<file path="src/rtl/lpm_pkg.sv">
package lpm_pkg;

   typedef enum logic [2:0] {
      ST_ACT   = 3'd0,
      ST_FLEXI = 3'd1,
      ST_HIB   = 3'd2,
      ST_HWAKE = 3'd3,
      ST_SD    = 3'd4,
      ST_SDRST = 3'd5
   } lpm_state_e;

   localparam int WAKE_W = 12;

   localparam int WK_EXT0   = 0;
   localparam int WK_EXT1   = 1;
   localparam int WK_EXT2   = 2;
   localparam int WK_EXT3   = 3;
   localparam int WK_RTC0   = 4;
   localparam int WK_RTC1   = 5;
   localparam int WK_BATRNG = 6;
   localparam int WK_UARTRX = 7;
   localparam int WK_BATLOW = 8;
   localparam int WK_EXTRST = 9;
   localparam int WK_DMA    = 10;
   localparam int WK_TIMER  = 11;

   localparam logic [WAKE_W-1:0] MSK_FLEXI =
      (12'd1 << WK_EXT0) | (12'd1 << WK_EXT1) | (12'd1 << WK_EXT2) |
      (12'd1 << WK_EXT3) | (12'd1 << WK_RTC0) | (12'd1 << WK_RTC1) |
      (12'd1 << WK_DMA)  | (12'd1 << WK_TIMER);
   localparam logic [WAKE_W-1:0] MSK_HIB =
      (12'd1 << WK_EXT0) | (12'd1 << WK_EXT1) | (12'd1 << WK_EXT2) |
      (12'd1 << WK_EXT3) | (12'd1 << WK_RTC0) | (12'd1 << WK_RTC1) |
      (12'd1 << WK_BATRNG) | (12'd1 << WK_UARTRX);
   localparam logic [WAKE_W-1:0] MSK_SD =
      (12'd1 << WK_EXT0) | (12'd1 << WK_EXT1) | (12'd1 << WK_EXT2) |
      (12'd1 << WK_RTC0) | (12'd1 << WK_BATLOW) | (12'd1 << WK_EXTRST);

   localparam int A_KEY    = 0;
   localparam int A_MODE   = 1;
   localparam int A_RET    = 2;
   localparam int A_UNLOCK = 3;
   localparam int A_WAKEEN = 4;
   localparam int A_LAT    = 5;

   localparam logic [15:0] PWR_KEY = 16'h4859;
   localparam logic [15:0] PAD_KEY = 16'h58FA;

   localparam logic [1:0] MC_ACT   = 2'd0;
   localparam logic [1:0] MC_FLEXI = 2'd1;
   localparam logic [1:0] MC_HIB   = 2'd2;
   localparam logic [1:0] MC_SD    = 2'd3;

endpackage

</file>
<file path="src/rtl/lpm_regs.sv">
module lpm_regs
   import lpm_pkg::*;
#(
   parameter int DATA_W  = 16,
   parameter int ADDR_W  = 3,
   parameter int RET_W   = 2,
   parameter int LAT_W   = 8,
   parameter int DEF_LAT = 4
) (
   input  logic              clk,
   input  logic              rst_n,
   input  logic              wr_en,
   input  logic [ADDR_W-1:0] wr_addr,
   input  logic [DATA_W-1:0] wr_data,
   input  logic              clr_cfg,
   output logic [RET_W-1:0]  ret_sel,
   output logic [WAKE_W-1:0] wake_en,
   output logic [LAT_W-1:0]  lat_val,
   output logic              mode_req,
   output logic [1:0]        mode_tgt,
   output logic              unlock_hit
);

   logic armed_q;
   logic key_hit;
   logic at_key, at_mode, at_ret, at_unlock, at_wen, at_lat;

   assign at_key    = (wr_addr == ADDR_W'(A_KEY));
   assign at_mode   = (wr_addr == ADDR_W'(A_MODE));
   assign at_ret    = (wr_addr == ADDR_W'(A_RET));
   assign at_unlock = (wr_addr == ADDR_W'(A_UNLOCK));
   assign at_wen    = (wr_addr == ADDR_W'(A_WAKEEN));
   assign at_lat    = (wr_addr == ADDR_W'(A_LAT));

   assign key_hit    = wr_en && at_key && (wr_data == DATA_W'(PWR_KEY));
   assign mode_tgt   = wr_data[1:0];
   assign mode_req   = wr_en && armed_q && at_mode && (wr_data[1:0] != MC_ACT);
   assign unlock_hit = wr_en && at_unlock && (wr_data == DATA_W'(PAD_KEY));

   always_ff @(posedge clk or negedge rst_n) begin
      if (!rst_n) begin
         armed_q <= 1'b0;
         ret_sel <= '0;
         wake_en <= '1;
         lat_val <= LAT_W'(DEF_LAT);
      end else begin
         if (clr_cfg) begin
            armed_q <= 1'b0;
            ret_sel <= '0;
         end else begin
            if (wr_en && armed_q && at_ret)
               ret_sel <= wr_data[RET_W-1:0];
            if (wr_en)
               armed_q <= key_hit;
         end
         if (wr_en && at_wen)
            wake_en <= wr_data[WAKE_W-1:0];
         if (wr_en && at_lat)
            lat_val <= wr_data[LAT_W-1:0];
      end
   end

   AST_RET_NEEDS_KEY: assert property (@(posedge clk) disable iff (!rst_n)
      (ret_sel != $past(ret_sel)) |-> ($past(armed_q) || $past(clr_cfg)));

endmodule

</file>
<file path="src/rtl/lpm_wake.sv">
module lpm_wake
   import lpm_pkg::*;
(
   input  lpm_state_e        state,
   input  logic [WAKE_W-1:0] wake_in,
   input  logic [WAKE_W-1:0] wake_en,
   input  logic [1:0]        mode_tgt,
   output logic              qwake,
   output logic              pending
);

   logic [WAKE_W-1:0] cur_msk;
   logic [WAKE_W-1:0] tgt_msk;
   logic [WAKE_W-1:0] live;

   assign live = wake_in & wake_en;

   always_comb begin
      unique case (state)
         ST_FLEXI: cur_msk = MSK_FLEXI;
         ST_HIB:   cur_msk = MSK_HIB;
         ST_SD:    cur_msk = MSK_SD;
         default:  cur_msk = '0;
      endcase
   end

   always_comb begin
      unique case (mode_tgt)
         MC_FLEXI: tgt_msk = MSK_FLEXI;
         MC_HIB:   tgt_msk = MSK_HIB;
         MC_SD:    tgt_msk = MSK_SD;
         default:  tgt_msk = '0;
      endcase
   end

   assign qwake   = |(live & cur_msk);
   assign pending = |(live & tgt_msk);

endmodule

</file>
<file path="src/rtl/lpm_fsm.sv">
module lpm_fsm
   import lpm_pkg::*;
#(
   parameter int LAT_W   = 8,
   parameter int RST_CYC = 3
) (
   input  logic             clk,
   input  logic             rst_n,
   input  logic             qwake,
   input  logic             mode_req,
   input  logic [1:0]       mode_tgt,
   input  logic             pending,
   input  logic             unlock_hit,
   input  logic [LAT_W-1:0] lat_val,
   output lpm_state_e       state,
   output logic             padlock
);

   lpm_state_e       state_q;
   logic [LAT_W-1:0] cnt_q;
   logic             go;

   assign state = state_q;
   assign go    = (state_q == ST_ACT) && mode_req && !pending;

   always_ff @(posedge clk or negedge rst_n) begin
      if (!rst_n) begin
         state_q <= ST_ACT;
         cnt_q   <= '0;
         padlock <= 1'b0;
      end else begin
         unique case (state_q)
            ST_ACT: begin
               if (unlock_hit)
                  padlock <= 1'b0;
               if (go) begin
                  unique case (mode_tgt)
                     MC_FLEXI: state_q <= ST_FLEXI;
                     MC_HIB:   state_q <= ST_HIB;
                     default: begin
                        state_q <= ST_SD;
                        padlock <= 1'b1;
                     end
                  endcase
               end
            end
            ST_FLEXI: if (qwake) state_q <= ST_ACT;
            ST_HIB: if (qwake) begin
               state_q <= ST_HWAKE;
               cnt_q   <= lat_val;
            end
            ST_SD: if (qwake) begin
               state_q <= ST_SDRST;
               cnt_q   <= LAT_W'(RST_CYC - 1);
            end
            ST_HWAKE, ST_SDRST: begin
               if (cnt_q == '0) state_q <= ST_ACT;
               else             cnt_q   <= cnt_q - 1'b1;
            end
            default: state_q <= ST_ACT;
         endcase
      end
   end

   AST_FLEXI_WAKE_1CYC: assert property (@(posedge clk) disable iff (!rst_n)
      (state_q == ST_FLEXI && qwake) |=> (state_q == ST_ACT));
   AST_HIB_HOLDS: assert property (@(posedge clk) disable iff (!rst_n)
      (state_q == ST_HIB && !qwake) |=> (state_q == ST_HIB));
   AST_REJECT_PENDING: assert property (@(posedge clk) disable iff (!rst_n)
      (state_q == ST_ACT && mode_req && pending) |=> (state_q == ST_ACT));

endmodule

</file>
<file path="src/rtl/lpm_outdec.sv">
module lpm_outdec
   import lpm_pkg::*;
#(
   parameter int NBANK = 4,
   parameter int RET_W = 2
) (
   input  lpm_state_e       state,
   input  logic             padlock,
   input  logic [RET_W-1:0] ret_sel,
   input  logic             rtc0_wake_en,
   output logic             core_clk_en,
   output logic             periph_clk_en,
   output logic             hf_osc_en,
   output logic             lf_rc_en,
   output logic             lf_xtal_en,
   output logic [NBANK-1:0] ram_bank_en,
   output logic [1:0]       rtc_en,
   output logic             pad_hold,
   output logic             reset_req,
   output logic [1:0]       cur_mode
);

   logic [NBANK-1:0] keep_msk;
   logic             in_hib, in_sd, in_flexi;

   genvar gi;
   generate
      for (gi = 0; gi < NBANK; gi++) begin : g_bank
         assign keep_msk[gi] = (RET_W'(gi) <= ret_sel);
      end
   endgenerate

   assign in_hib   = (state == ST_HIB) || (state == ST_HWAKE);
   assign in_sd    = (state == ST_SD);
   assign in_flexi = (state == ST_FLEXI);

   assign core_clk_en   = !(in_flexi || in_hib || in_sd);
   assign periph_clk_en = !(in_hib || in_sd);
   assign hf_osc_en     = !(in_hib || in_sd);
   assign lf_rc_en      = !in_sd;
   assign lf_xtal_en    = in_sd ? rtc0_wake_en : 1'b1;
   assign rtc_en        = in_sd ? {1'b0, rtc0_wake_en} : 2'b11;
   assign ram_bank_en   = in_sd ? '0 : (in_hib ? keep_msk : '1);
   assign pad_hold      = padlock || in_hib;
   assign reset_req     = (state == ST_SDRST);

   always_comb begin
      if (in_flexi)    cur_mode = MC_FLEXI;
      else if (in_hib) cur_mode = MC_HIB;
      else if (in_sd)  cur_mode = MC_SD;
      else             cur_mode = MC_ACT;
   end

endmodule

</file>
<file path="src/rtl/lpm_sequencer.sv">
module lpm_sequencer
   import lpm_pkg::*;
#(
   parameter int NBANK   = 4,
   parameter int DATA_W  = 16,
   parameter int ADDR_W  = 3,
   parameter int LAT_W   = 8,
   parameter int DEF_LAT = 4,
   parameter int RST_CYC = 3
) (
   input  logic              clk,
   input  logic              rst_n,
   input  logic              wr_en,
   input  logic [ADDR_W-1:0] wr_addr,
   input  logic [DATA_W-1:0] wr_data,
   input  logic [11:0]       wake_in,
   output logic              core_clk_en,
   output logic              periph_clk_en,
   output logic              hf_osc_en,
   output logic              lf_rc_en,
   output logic              lf_xtal_en,
   output logic [NBANK-1:0]  ram_bank_en,
   output logic [1:0]        rtc_en,
   output logic              pad_hold,
   output logic              reset_req,
   output logic [1:0]        cur_mode
);

   localparam int RET_W = $clog2(NBANK);

   generate
      if (NBANK < 2 || (1 << RET_W) != NBANK) begin : g_bad_nbank
         $error("NBANK must be a power of two of at least 2");
      end
      if (DATA_W < 16 || DATA_W < WAKE_W || DATA_W < LAT_W) begin : g_bad_data
         $error("DATA_W too narrow for keys, wake enables or latency");
      end
      if (ADDR_W < 3) begin : g_bad_addr
         $error("ADDR_W must cover six register addresses");
      end
      if (RST_CYC < 1 || RST_CYC > (1 << LAT_W)) begin : g_bad_rst
         $error("RST_CYC must be at least 1 and fit the counter");
      end
      if (DEF_LAT >= (1 << LAT_W)) begin : g_bad_lat
         $error("DEF_LAT does not fit LAT_W");
      end
   endgenerate

   lpm_state_e        state;
   logic              padlock;
   logic [RET_W-1:0]  ret_sel;
   logic [WAKE_W-1:0] wake_en;
   logic [LAT_W-1:0]  lat_val;
   logic              mode_req, unlock_hit, qwake, pending;
   logic [1:0]        mode_tgt;

   lpm_regs #(
      .DATA_W(DATA_W), .ADDR_W(ADDR_W), .RET_W(RET_W),
      .LAT_W(LAT_W), .DEF_LAT(DEF_LAT)
   ) u_regs (
      .clk(clk), .rst_n(rst_n), .wr_en(wr_en), .wr_addr(wr_addr),
      .wr_data(wr_data), .clr_cfg(state == ST_SDRST), .ret_sel(ret_sel),
      .wake_en(wake_en), .lat_val(lat_val), .mode_req(mode_req),
      .mode_tgt(mode_tgt), .unlock_hit(unlock_hit)
   );

   lpm_wake u_wake (
      .state(state), .wake_in(wake_in), .wake_en(wake_en),
      .mode_tgt(mode_tgt), .qwake(qwake), .pending(pending)
   );

   lpm_fsm #(.LAT_W(LAT_W), .RST_CYC(RST_CYC)) u_fsm (
      .clk(clk), .rst_n(rst_n), .qwake(qwake), .mode_req(mode_req),
      .mode_tgt(mode_tgt), .pending(pending), .unlock_hit(unlock_hit),
      .lat_val(lat_val), .state(state), .padlock(padlock)
   );

   lpm_outdec #(.NBANK(NBANK), .RET_W(RET_W)) u_out (
      .state(state), .padlock(padlock), .ret_sel(ret_sel),
      .rtc0_wake_en(wake_en[WK_RTC0]), .core_clk_en(core_clk_en),
      .periph_clk_en(periph_clk_en), .hf_osc_en(hf_osc_en),
      .lf_rc_en(lf_rc_en), .lf_xtal_en(lf_xtal_en),
      .ram_bank_en(ram_bank_en), .rtc_en(rtc_en), .pad_hold(pad_hold),
      .reset_req(reset_req), .cur_mode(cur_mode)
   );

   AST_RESET_ONLY_FROM_SD: assert property (@(posedge clk) disable iff (!rst_n)
      $rose(reset_req) |-> ($past(cur_mode) == MC_SD));
   AST_SD_ALL_OFF: assert property (@(posedge clk) disable iff (!rst_n)
      (cur_mode == MC_SD) |-> (ram_bank_en == '0 && !core_clk_en && !hf_osc_en));
   AST_HIB_BANK0_PADS: assert property (@(posedge clk) disable iff (!rst_n)
      (cur_mode == MC_HIB) |-> (ram_bank_en[0] && pad_hold && !periph_clk_en));
   AST_PAD_AFTER_RESET: assert property (@(posedge clk) disable iff (!rst_n)
      $fell(reset_req) |-> pad_hold);

endmodule

</file>
<file path="config.mk">
export PLATFORM = sky130hd
export DESIGN_NAME = lpm_sequencer
export DESIGN_NICKNAME = d
export VERILOG_FILES = /design/src/rtl/lpm_pkg.sv /design/src/rtl/lpm_regs.sv /design/src/rtl/lpm_wake.sv /design/src/rtl/lpm_fsm.sv /design/src/rtl/lpm_outdec.sv /design/src/rtl/lpm_sequencer.sv
export SDC_FILE = /design/constraint.sdc
export NUM_CORES = 1
export LEC_CHECK = 0
export BUFFER_PORTS_ARGS = -buffer_cell sky130_fd_sc_hd__buf_2
export CORE_MARGIN = 4
export CORE_UTILIZATION = 35
export DETAILED_ROUTE_END_ITERATION = 16
export SETUP_SLACK_MARGIN = 0.3
export SLEW_MARGIN = 20
export SYNTH_ARGS = -nofsm -noshare
export SYNTH_HDL_FRONTEND = slang
export SYNTH_SLANG_ARGS = --single-unit
</file>
<file path="constraint.sdc">
create_clock -name clk -period 1.9 [get_ports clk]
set_input_delay 0.19 -clock clk [delete_from_list [all_inputs] [get_ports clk]]
set_output_delay 0.19 -clock clk [all_outputs]
set_load 0.01 [all_outputs]
</file>
==> results summary, run 1 <==
The run finished, with violations left. The checks that failed: negative hold slack, negative setup slack. Hold timing on the final database bottoms out at a slack of -0.0156 ns. Setup repair after global routing could not meet its margin everywhere. The floorplan step defined a die boundary enclosing 7450 sq um. The top cell types in the final layout, fill and taps aside, are buf_2 (48), buf_4 (26), dfrtp_1 (22). The reported max-cap violation count is 0. The total leakage power came out at 1.31 nW. The post-synthesis sequential area ratio is 41.6%.

The row count came out at 28. The pin count of the biggest net entering global routing is 36. Across the routed clock network, the largest skew measured is 0.00682 ns. The basic-gate share of the synthesized area counting and, or, nand and nor cells came out at 18.2%. The hold violation count in the final report came out at 17. The initial antenna violation count came out at 0. The stage delay of the slowest cell on the critical path is 0.55 ns.

The worst-case setup margin in the final layout came out at -0.0964 ns. The relative slew slack came out at 46.7%. The via count of the first global-routing pass was 1904. Summing the areas of all compound-gate instances in the mapped netlist gives 17.9% of the synthesized area.

Summing the areas of all fa, ha and maj instances in the mapped netlist gives 4.08% of the synthesized area. The count of endpoints failing setup in the final report is 4. The finished layout holds 366 standard cells, fillers aside. The clock insertion delay at the later pin of the skew report came out at 0.29 ns. The count of cell types in the netlist came out at 56. For this run, the leading register cell type out of synthesis is dfrtp_1. The routed via count divided by cell count is 5.23. For this run, the post-layout net count is 331. The tree is rooted in a clkbuf_8. The data required time of the critical path is 2.12 ns. The power density of the placed cells came out at 686 nW/um^2. The share of cell area taken by muxes after synthesis came out at 11.1%. The critical path class is flop to flop. The number of sinks driven by the clock tree came out at 35. The critical-path maximum fanout came out at 2.

The starting density of the core came out at 36.3%. The share of the cycle needed by the critical path after routing is 105%. The overall via count from detail_route came out at 1913. The first global-routing pass estimated 9220 um of wire. The final weighted congestion in routability-driven placement came out at 0.901. The sum of net half-perimeters after detailed placement is 4160 um. Once layout is done, the placed cells without fillers occupy 2900 sq um. The clock period minus final worst setup slack is 2.00 ns. The library cell used most frequently in the layout, excluding fill and tap cells, is buf_2.

The worst hold path belongs to the class input port to asynchronous set/reset pin. The core area came out at 5920 sq um. A synthesized cell averages 10.0 sq um.

The critical path goes through or4b_4 -> or4_4 -> nor4_4 -> buf_4 -> and2_4 -> o32a_1. The number of cells in the design after placement is 344. Measured along the x axis, the die boundary spans 86.3 um. The endpoint type of the worst setup path is a flop.

The iteration count of the initial detailed-routing pass came out at 4. CTS built an H-tree with a depth of 2. After routing, the total negative slack on setup checks comes to -0.288 ns.

In the final routed layout, each cell accounts on average for 15.4 um. The highest ir drop seen on vdd is 506 uV. The setup slack of the most critical reg-to-reg path came out at -0.1 ns.

The number of top-level pins is 49. The number of standard cells after synthesis came out at 214. The slowest stage of the critical path is the or4b_4 cell.

The routed wire length is 5640 um. The worst setup path is launched from a flop. The area share of xor/xnor cells in the synthesized design came out at 1.98%. The antenna diode instance count is 0. At the worst endpoint, the arrival time is 2.22 ns. Clock-pin slew was measured on the worst setup and hold paths at 0.08 ns. The global routing usage summed across all routing layers came out at 15.6%. The violation count after the first detailed-routing iteration is 171. The total count of max-transition violations in the final report came out at 0. The global route total overflow is 0. The total placed instance area is 2580 sq um. In the final layout, the share of cells above drive strength 1 is 49.5%. The number of nets in the synthesized netlist is 255. The detail route stage leaves a number of antenna-violating nets equal to 0. The y dimension of the die is 86.3 um.

The cell area after technology mapping came out at 2150 sq um. TritonCTS built the clock tree. At the end of the flow the core is filled with cells to 48.9%. The number of buffer cells added on primary ports is 48. Counting flops with a built-in enable in the synthesized netlist gives 0. The number of buffers added by the clock tree synthesis step came out at 5. The async set or reset register ratio after synthesis is 100%. For the pin with the worst max-slew slack, the measured transition is 0.799 ns.

After synthesis, the largest family of logic cells by area is simple AND/OR/NAND/NOR gates. The number of storage elements in the synthesis netlist is 35. The maximum root-to-sink buffer count is 2.

The DRC violation count after routing came out at 0. The Yosys step of the flow raised 0 warnings. From synthesis to final layout, the design area changed by 35.0%. The highest clock rate is 501 MHz.
==> state kept, by name (all words and copies together), names as in the netlist <==
register        flops
u_fsm.state         3
u_regs.wake_en     12
u_fsm.padlock       1
u_regs.armed_q      1
u_fsm.cnt_q         8
u_regs.ret_sel      2
u_regs.lat_val      8
==> per-stage QoR <==
stage          power [mW]  setup slack (ns)
2_1_floorplan        1.12            -0.143
3_5_place_dp         1.28            -0.236
6_report             1.99           -0.0964
3_3_place_gp         1.27            -0.140
4_1_cts              2.01            -0.104
5_1_grt              2.09            -0.192
==> layer usage <==
metal  vias up  global-route usage [%]  share of wire (%)
met2        54                    25.7                 48
met1       910                    20.1                 44
met4         0                    5.81                1.9
met5         -                       0                  0
met3         7                    3.33                5.7
li1        942                       -                  -
==> layout make-up <==
| cell class | count | area [sq um] |
|---|---|---|
| inverters | 11 | 43.8 |
| repair buffers | 81 | 514 |
| well taps | 75 | 93.8 |
| clock buffers | 6 | 82.6 |
| clock inverters | 2 | 35.0 |
| flip-flops and latches | 35 | 892 |
| fillers | 550 | 3020 |
| multi-input cells | 156 | 1240 |
==> cells by family (layout without fill, tap and decap cells) <==
logic type                 count (synthesis)  in the layout
buffers and inverters                     23            100
DFF                                       35             35
xor gates and xnor gates                   4              4
and+or+nand+nor                           68             68
adders and majority gates                  7              7
AOI/OAI and AO/OA                         56             56
muxes                                     21             21
==> what timing repair did <==
| action | CTS | global route |
|---|---|---|
| endpoints found under the setup margin | 25 | 26 |
| cloned | 0 | 0 |
| pin swaps | 10 | 4 |
| setup buffers | 10 | 4 |
| gates resized for setup | 24 | 4 |
| hold buffers | 0 | 0 |
==> synth_stat cells, types with 3 or more instances <==
library cell	count	area [sq um]
buf_4	4	30.0
nand3_1	3	15.0
nand2_1	16	60.1
a21oi_1	6	30.0
ha_1	7	87.6
o21ai_0	13	65.1
nor2_1	15	56.3
o31ai_1	6	45.0
dfrtp_1	22	551
nand2b_1	5	31.3
and2_1	3	18.8
mux2_2	18	203
a22oi_1	6	45.0
nor3_1	3	15.0
clkbuf_1	6	22.5
a31oi_1	8	50.1
nor3b_1	4	30.0
dfstp_2	13	342
inv_1	10	37.5
==> worst max-delay path: cells and delay by family (launching register included) <==
family	cells	cell delay [ns]
AND/OR/NAND/NOR	4	1.29
buffers and inverters	1	0.16
AO/OA/AOI/OAI	1	0.11
flip-flops	1	0.38
==> report_power, final <==
part	switching (mW)	leakage [nW]	internal (mW)
logic	0.167	0.821	0.170
registers	0.0561	0.431	0.882
clock network	0.287	0.0612	0.425
==> worst paths after layout <==
check,startpoint,endpoint,cells past startpoint
max reg2reg,u_fsm.state[0],u_fsm.state[2],6
min in group clk,wr_data[11],u_regs.wake_en[11],2
min reg2reg,u_regs.lat_val[5],u_regs.lat_val[5],1
max in group asynchronous,rst_n,u_regs.lat_val[3],1
min,rst_n,u_regs.ret_sel[0],1
max,u_fsm.state[0],u_fsm.state[2],6
Note: power is estimated with default switching activity, not from simulation.
==> run 2, diff against run 1 <==
--- a/config.mk
+++ b/config.mk
@@ -6,10 +6,13 @@
 export NUM_CORES = 1
 export LEC_CHECK = 0
 export BUFFER_PORTS_ARGS = -buffer_cell sky130_fd_sc_hd__buf_2
+export CORE_ASPECT_RATIO = 1.1
 export CORE_MARGIN = 4
 export CORE_UTILIZATION = 35
+export CTS_BUF_LIST = sky130_fd_sc_hd__clkbuf_8
 export DETAILED_ROUTE_END_ITERATION = 16
 export SETUP_SLACK_MARGIN = 0.3
+export SKIP_CTS_REPAIR_TIMING = 1
 export SLEW_MARGIN = 20
 export SYNTH_ARGS = -nofsm -noshare
 export SYNTH_HDL_FRONTEND = slang
==> run 2 against run 1 <==
  * The flow still finishes with violations (negative hold slack, negative setup slack)
  * Highest routed layer unchanged
  * Cell area shrank 1.4%
  * Worst hold slack worse by 0.023 ns
  * Utilization is 0.33 points lower
  * Non-clock buffer count fell by 2
  * Combinational power about the same
  * Largest power group unchanged
==> results summary, run 2 (synthesized netlist as in run 1, its figures left out) <==
STA classifies the critical path startpoint as a flop. The TritonCTS clock tree is built. Port buffering added 48 buffers. Dividing the detail-routed via count by the number of cells gives 5.34. Derived from the worst setup path, the maximum achievable clock frequency is 482 MHz. The total number of nets in the final design is 330. For this run, the share of the core covered by cells in the final layout is 48.6%.

The overall via count from detail_route came out at 1960. The worst slack on hold paths is -0.0388 ns. The setup path with the least slack is of type flop to flop. The setup TNS came out at -0.560 ns. The global route total overflow is 0.

The layout overhead on the synthesized area came out at 33.1%. The later pin in the worst-skew pair is clocked with a latency of 0.30 ns. Across the routed clock network, the largest skew measured is 0.0154 ns. The total die area is 7450 sq um. The reported max-cap violation count came out at 0. The number of buffers added by the clock tree synthesis step came out at 5. The routed wire length is 5670 um. After detailed placement, the design holds a cell count of 350.

The share of the cycle needed by the critical path after routing came out at 109%. STA puts the critical path data required time at 2.09 ns. The number of top-level pins is 49. The clock-pin slew reported for the worst setup and hold paths after clock tree synthesis came out at 0.08 ns.

The floorplan has 29 rows. The hold violation count in the final report is 22. The starting density of the core came out at 36.5%. The total count of max-transition violations in the final report is 0.

The routed metal-1 wirelength is 2370 um. The number of H-tree levels is 2. STA classifies the critical path endpoint as a flop.

The register name with the most flops is u_regs.wake_en. The sum of net half-perimeters after detailed placement came out at 4330 um. In this run the worst hold path is classified as input port to asynchronous set/reset pin. The highest ir drop seen on vdd came out at 462 uV. The wire length on met3 came out at 361 um. The violation count after the first detailed-routing iteration came out at 186. The register with the most flip-flops in the layout has 12 of them. In this run the tightest slew margin relative to its limit is 48.6%. The detail route stage leaves a number of antenna-violating nets equal to 0. The power density of the placed cells is 644 nW/um^2.

The total leakage power came out at 1.28 nW. The count of endpoints failing setup in the final report is 11. Setup repair after global routing could not meet its margin everywhere. The initial antenna violation count came out at 0. The worst-case setup margin in the final layout came out at -0.173 ns. The fraction of layout cells with a size suffix above 1 is 49.3%. Data on the critical path arrives at its endpoint at 2.26 ns.

The repair_antennas step left the layout with diodes totalling 0. The setup slack of the most critical reg-to-reg path is -0.17 ns. The clock period minus final worst setup slack came out at 2.07 ns. The final cell count without fillers is 367. The final reports fail on negative hold slack, negative setup slack. The detailed route wirelength on metal2 is 2820 um. The flow ran to the end, but the final reports show violations. The congestion estimate from routability-driven global placement came to 0.884. The maximum root-to-sink buffer count came out at 2. The tree is rooted in a clkbuf_8. The iteration count of the initial detailed-routing pass came out at 4.

In the final layout, the registers with the most flip-flops are u_regs.wake_en: 12 flops, u_fsm.cnt_q: 8 flops, u_regs.lat_val: 8 flops. Leaving out fill and tap cells, the most frequent cell in the layout is buf_2. The average wire per cell in the routed design came out at 15.4 um. The number of inserted filler cells in the final layout came out at 572.

The via count of the first global-routing pass is 1928. The number of sinks driven by the clock tree came out at 35. The floorplan step defined a core boundary enclosing 5880 sq um. The pin slew with the least headroom to its limit came out at 0.771 ns. The first-pass GRT wire length is 9230 um. The y dimension of the die is 90.1 um. The top cell types in the final layout, fill and taps aside, are buf_2 (48), buf_4 (27), dfrtp_1 (21). The detailed router used layers up to and including met4. Entering global routing, the biggest net connects 36 pins. In the routed design, unresolved DRC markers number 0. The width of the die came out at 82.7 um.

The global routing usage summed across all routing layers is 16.0%. The critical-path maximum fanout is 3.
[run 2: changes by cell type in the layout (fill, tap and decap cells not counted), moves of 2 or more]
cell and change:
nor3b_2 +2, o21ai_0 +4, o21ai_2 -3, clkinvlp_4 +2, buf_6 -5, nor3b_1 -2
[run 2: final cells by class]
type,count,area [sq um],area share (%)
clock buffers,5,68.8,2.41
clock inverters,3,23.8,0.832
inverters,11,43.8,1.53
repair buffers,79,505,17.7
well taps,77,96.3,3.37
flip-flops and latches,35,893,31.3
multi-input cells,157,1230,42.9
[run 2: worst max-delay path, cell delays in order, from the launching register on]
cell and delay (ns):
dfrtp_2 0.43, or4b_4 0.50, or4_4 0.44, nor4_4 0.17, a21boi_1 0.13, o41ai_2 0.30
[run 2: worst paths after layout]
path                                          end         startpoint  cells after the start
worst min-delay path               u_fsm.cnt_q[3]              rst_n                      1
worst max-delay path               u_fsm.state[0]     u_fsm.state[2]                      5
worst min register to register  u_regs.lat_val[4]  u_regs.lat_val[4]                      1
max in group asynchronous          u_fsm.state[2]              rst_n                      1
worst max register to register     u_fsm.state[0]     u_fsm.state[2]                      5
min in group clk                u_regs.wake_en[8]         wr_data[8]                      2
[run 2: routing by layer]
metal	vias up	global-route usage (%)
met5	-	0
met4	0	6.54
met3	10	3.20
met2	62	25.4
met1	945	20.9
li1	943	-
[run 2: where the power goes]
group	internal [mW]	total, mW	switching (mW)
Combinational	0.170	0.338	0.168
Clock	0.262	0.567	0.305
Sequential	0.881	0.935	0.0537
Total	1.31	1.84	0.527
[run 2: stage by stage]
| step | hold WS (ns) | setup slack, ns | area, sq um | total power, mW |
|---|---|---|---|---|
| 5_1_grt | 0.0140 | -0.225 | 2860 | 1.94 |
| 3_3_place_gp | 0.313 | -0.118 | 2620 | 1.27 |
| 2_1_floorplan | -0.106 | -0.143 | 2220 | 1.12 |
| 3_5_place_dp | 0.315 | -0.147 | 2620 | 1.28 |
| 4_1_cts | -0.00950 | -0.157 | 2710 | 1.85 |
| 6_report | -0.0388 | -0.173 | 2860 | 1.84 |
==> run 3, diff against run 2 <==
--- a/config.mk
+++ b/config.mk
@@ -8,7 +8,7 @@
 export BUFFER_PORTS_ARGS = -buffer_cell sky130_fd_sc_hd__buf_2
 export CORE_ASPECT_RATIO = 1.1
 export CORE_MARGIN = 4
-export CORE_UTILIZATION = 35
+export CORE_UTILIZATION = 25
 export CTS_BUF_LIST = sky130_fd_sc_hd__clkbuf_8
 export DETAILED_ROUTE_END_ITERATION = 16
 export SETUP_SLACK_MARGIN = 0.3
==> run 3 against run 2 <==
  * The run still ends with negative hold slack, negative setup slack left
  * Cell area is 1.7% higher
  * Cell count grew 9.3%
  * Routed wire length rose by 1.1%
  * Power rose by 7.0%
==> results summary, run 3 (synthesized netlist as in run 1, its figures left out) <==
The run finished, with violations left. The checks that failed: negative hold slack, negative setup slack. The antenna diode instance count is 0. Before antenna repair, the detailed router went through 4 iterations. The net switching power is 521 uW. Setup total negative slack on the finished layout was measured at -0.575 ns. The clock passes through at most 2 buffers. The initial antenna violation count is 0.

The relative slew slack is 47.6%. The number of top-level pins came out at 49. The number of buffer cells added on primary ports came out at 48. The routed wire length came out at 5730 um. The design internal power is 1.45 mW. For this design the static power due to leakage is 1.30 nW. The path class of the tightest hold or removal check is input port to asynchronous set/reset pin. The global route total overflow came out at 0.

The number of sinks driven by the clock tree came out at 35. The final weighted congestion in routability-driven placement is 0.844. The starting density of the core is 25.7%. The net switching fraction of the power came out at 26.5%. For the worst setup path, the data arrival time is 2.23 ns. TritonCTS built the clock tree.

The critical path starts at u_fsm.state[0]. After detailed routing, the number of remaining DRC violations is 0. The library cells used most frequently in the layout, excluding fill and tap cells, are buf_2 (48), buf_4 (30), dfrtp_1 (22).

The critical path goes through or4b_4 -> or4_4 -> nor4_4 -> buf_4 -> and2_4 -> o32a_1. The worst-path cell with the longest stage delay is or4b_4. The worst path in the final design needs a cycle of 2.01 ns, including I/O delays and setup. Global routing consumed, over all layers together, 11.4% of the routing resources. STA puts the critical path data required time at 2.13 ns.

After layout, the worst setup slack is -0.105 ns. The most common cell after layout, fill and taps aside is buf_2. The y dimension of the die is 105 um.

The sequential power share came out at 47.5%. The via count of the first global-routing pass is 1928. The first-pass GRT wire length is 9210 um. The core area came out at 8360 sq um.

The worst slack on hold paths is -0.0317 ns. The pin count of the biggest net entering global routing came out at 36. The first routing iteration left 73 violations. From synthesis to final layout, the design area changed by 35.4%. The hold violation count in the final report came out at 22. The highest clock rate came out at 499 MHz. The launching element type of the critical path is a flop. Setup repair after global routing could not meet its margin everywhere. CTS placed an instance of clkbuf_8 at the clock tree root. Power comes to 1.97 mW. The worst setup path is of the flop to flop kind. Per report_power, the clock group accounts for 35.7% of the total. The share of the cycle needed by the critical path after routing came out at 106%.

Combinational cells account for 16.9% of the total power. The worst setup path is captured at a flop. Clock-pin slew was measured on the worst setup and hold paths at 0.08 ns. The fraction of layout cells with a size suffix above 1 came out at 48.6%. The power density of the placed cells came out at 677 nW/um^2.

The width of the die came out at 96.4 um. The setup clock skew after layout is 0.0112 ns. The critical-path maximum fanout is 2. The antenna violation net count after detailed routing is 0. The clock insertion delay at the later pin of the skew report is 0.29 ns. After floorplanning, the core was divided into 35 placement rows. The count of endpoints failing setup in the final report is 15.

The total die area came out at 10100 sq um. The total number of nets in the final design is 330. The number of buffers added by the clock tree synthesis step is 5. The total count of max-transition violations in the final report is 0. The reported max-cap violation count came out at 0. The number of H-tree levels came out at 2. At the pin with the least slew margin, the transition time is 0.786 ns. In the routed layout, each cell is associated on average with a via count of 4.81. The worst register-to-register path begins at u_fsm.state[0].

Cells fill 34.7% of the core in the end. The number of inserted filler cells in the final layout came out at 843. The sum of net half-perimeters after detailed placement is 4460 um.

The register with the most flip-flops in the layout has 12 of them. Across the VDD grid, the largest voltage drop is 498 uV. The detailed router placed 1927 vias in this run. The largest registers in the layout are u_regs.wake_en: 12 flops, u_fsm.cnt_q: 8 flops, u_regs.lat_val: 8 flops. The average wire per cell in the routed design came out at 14.3 um.

u_regs.wake_en holds more flip-flops than any other register. On the worst path, the slowest cell contributes a delay of 0.55 ns.
==> run 3: path summary, 6_finish.rpt <==
check                                     end  cells after the start  slack, ns
hold / removal                 u_fsm.cnt_q[1]                      1      -0.03
hold reg to reg             u_regs.lat_val[0]                      2       0.49
min in group clk           u_regs.wake_en[11]                      2       0.14
setup / recovery               u_fsm.state[2]                      6      -0.11
setup reg to reg               u_fsm.state[2]                      6      -0.11
max in group asynchronous      u_fsm.state[0]                      1       1.42
==> run 3: power by group through the flow <==
stage / Sequential (mW) / Combinational (mW) / Clock (mW)
after global routing: 0.948 / 0.369 / 0.748
final: 0.935 / 0.332 / 0.703
after global placement: 0.946 / 0.327 / 0
after floorplan: 0.927 / 0.194 / 0
after detailed placement: 0.950 / 0.331 / 0
after CTS: 0.936 / 0.333 / 0.728
==> run 3: metal layers <==
metal / up-vias / track usage, % / wire length, um
met4: 0 / 3.71 / 125
met2: 53 / 19.5 / 2900
li1: 938 / - / -
met3: 11 / 1.94 / 248
met1: 925 / 14.4 / 2460
met5: - / 0 / 0
==> run 3: critical path, delay by kind of cell, from the launching register on <==
kind                   cells  cell delay (ns)
AOI/OAI and AO/OA          1             0.12
buffers and inverters      1             0.16
DFF                        1             0.38
and+or+nand+nor            4             1.29
==> run 3: cell type report <==
type	instances	area, sq um	area share, %
repair buffers	80	492	16.9
clock inverters	3	47.5	1.64
flip-flops and latches	35	892	30.7
well taps	111	139	4.78
clock buffers	5	68.8	2.37
multi-input cells	156	1220	42.1
inverters	11	43.8	1.51
==> run 3: per-stage QoR <==
stage | cell area [sq um] | cells | setup WS, ns
2_1_floorplan | 2220 | 214 | -0.143
3_3_place_gp | 2660 | 384 | -0.143
3_5_place_dp | 2660 | 384 | -0.146
4_1_cts | 2780 | 392 | -0.178
5_1_grt | 2910 | 401 | -0.140
6_report | 2910 | 401 | -0.105
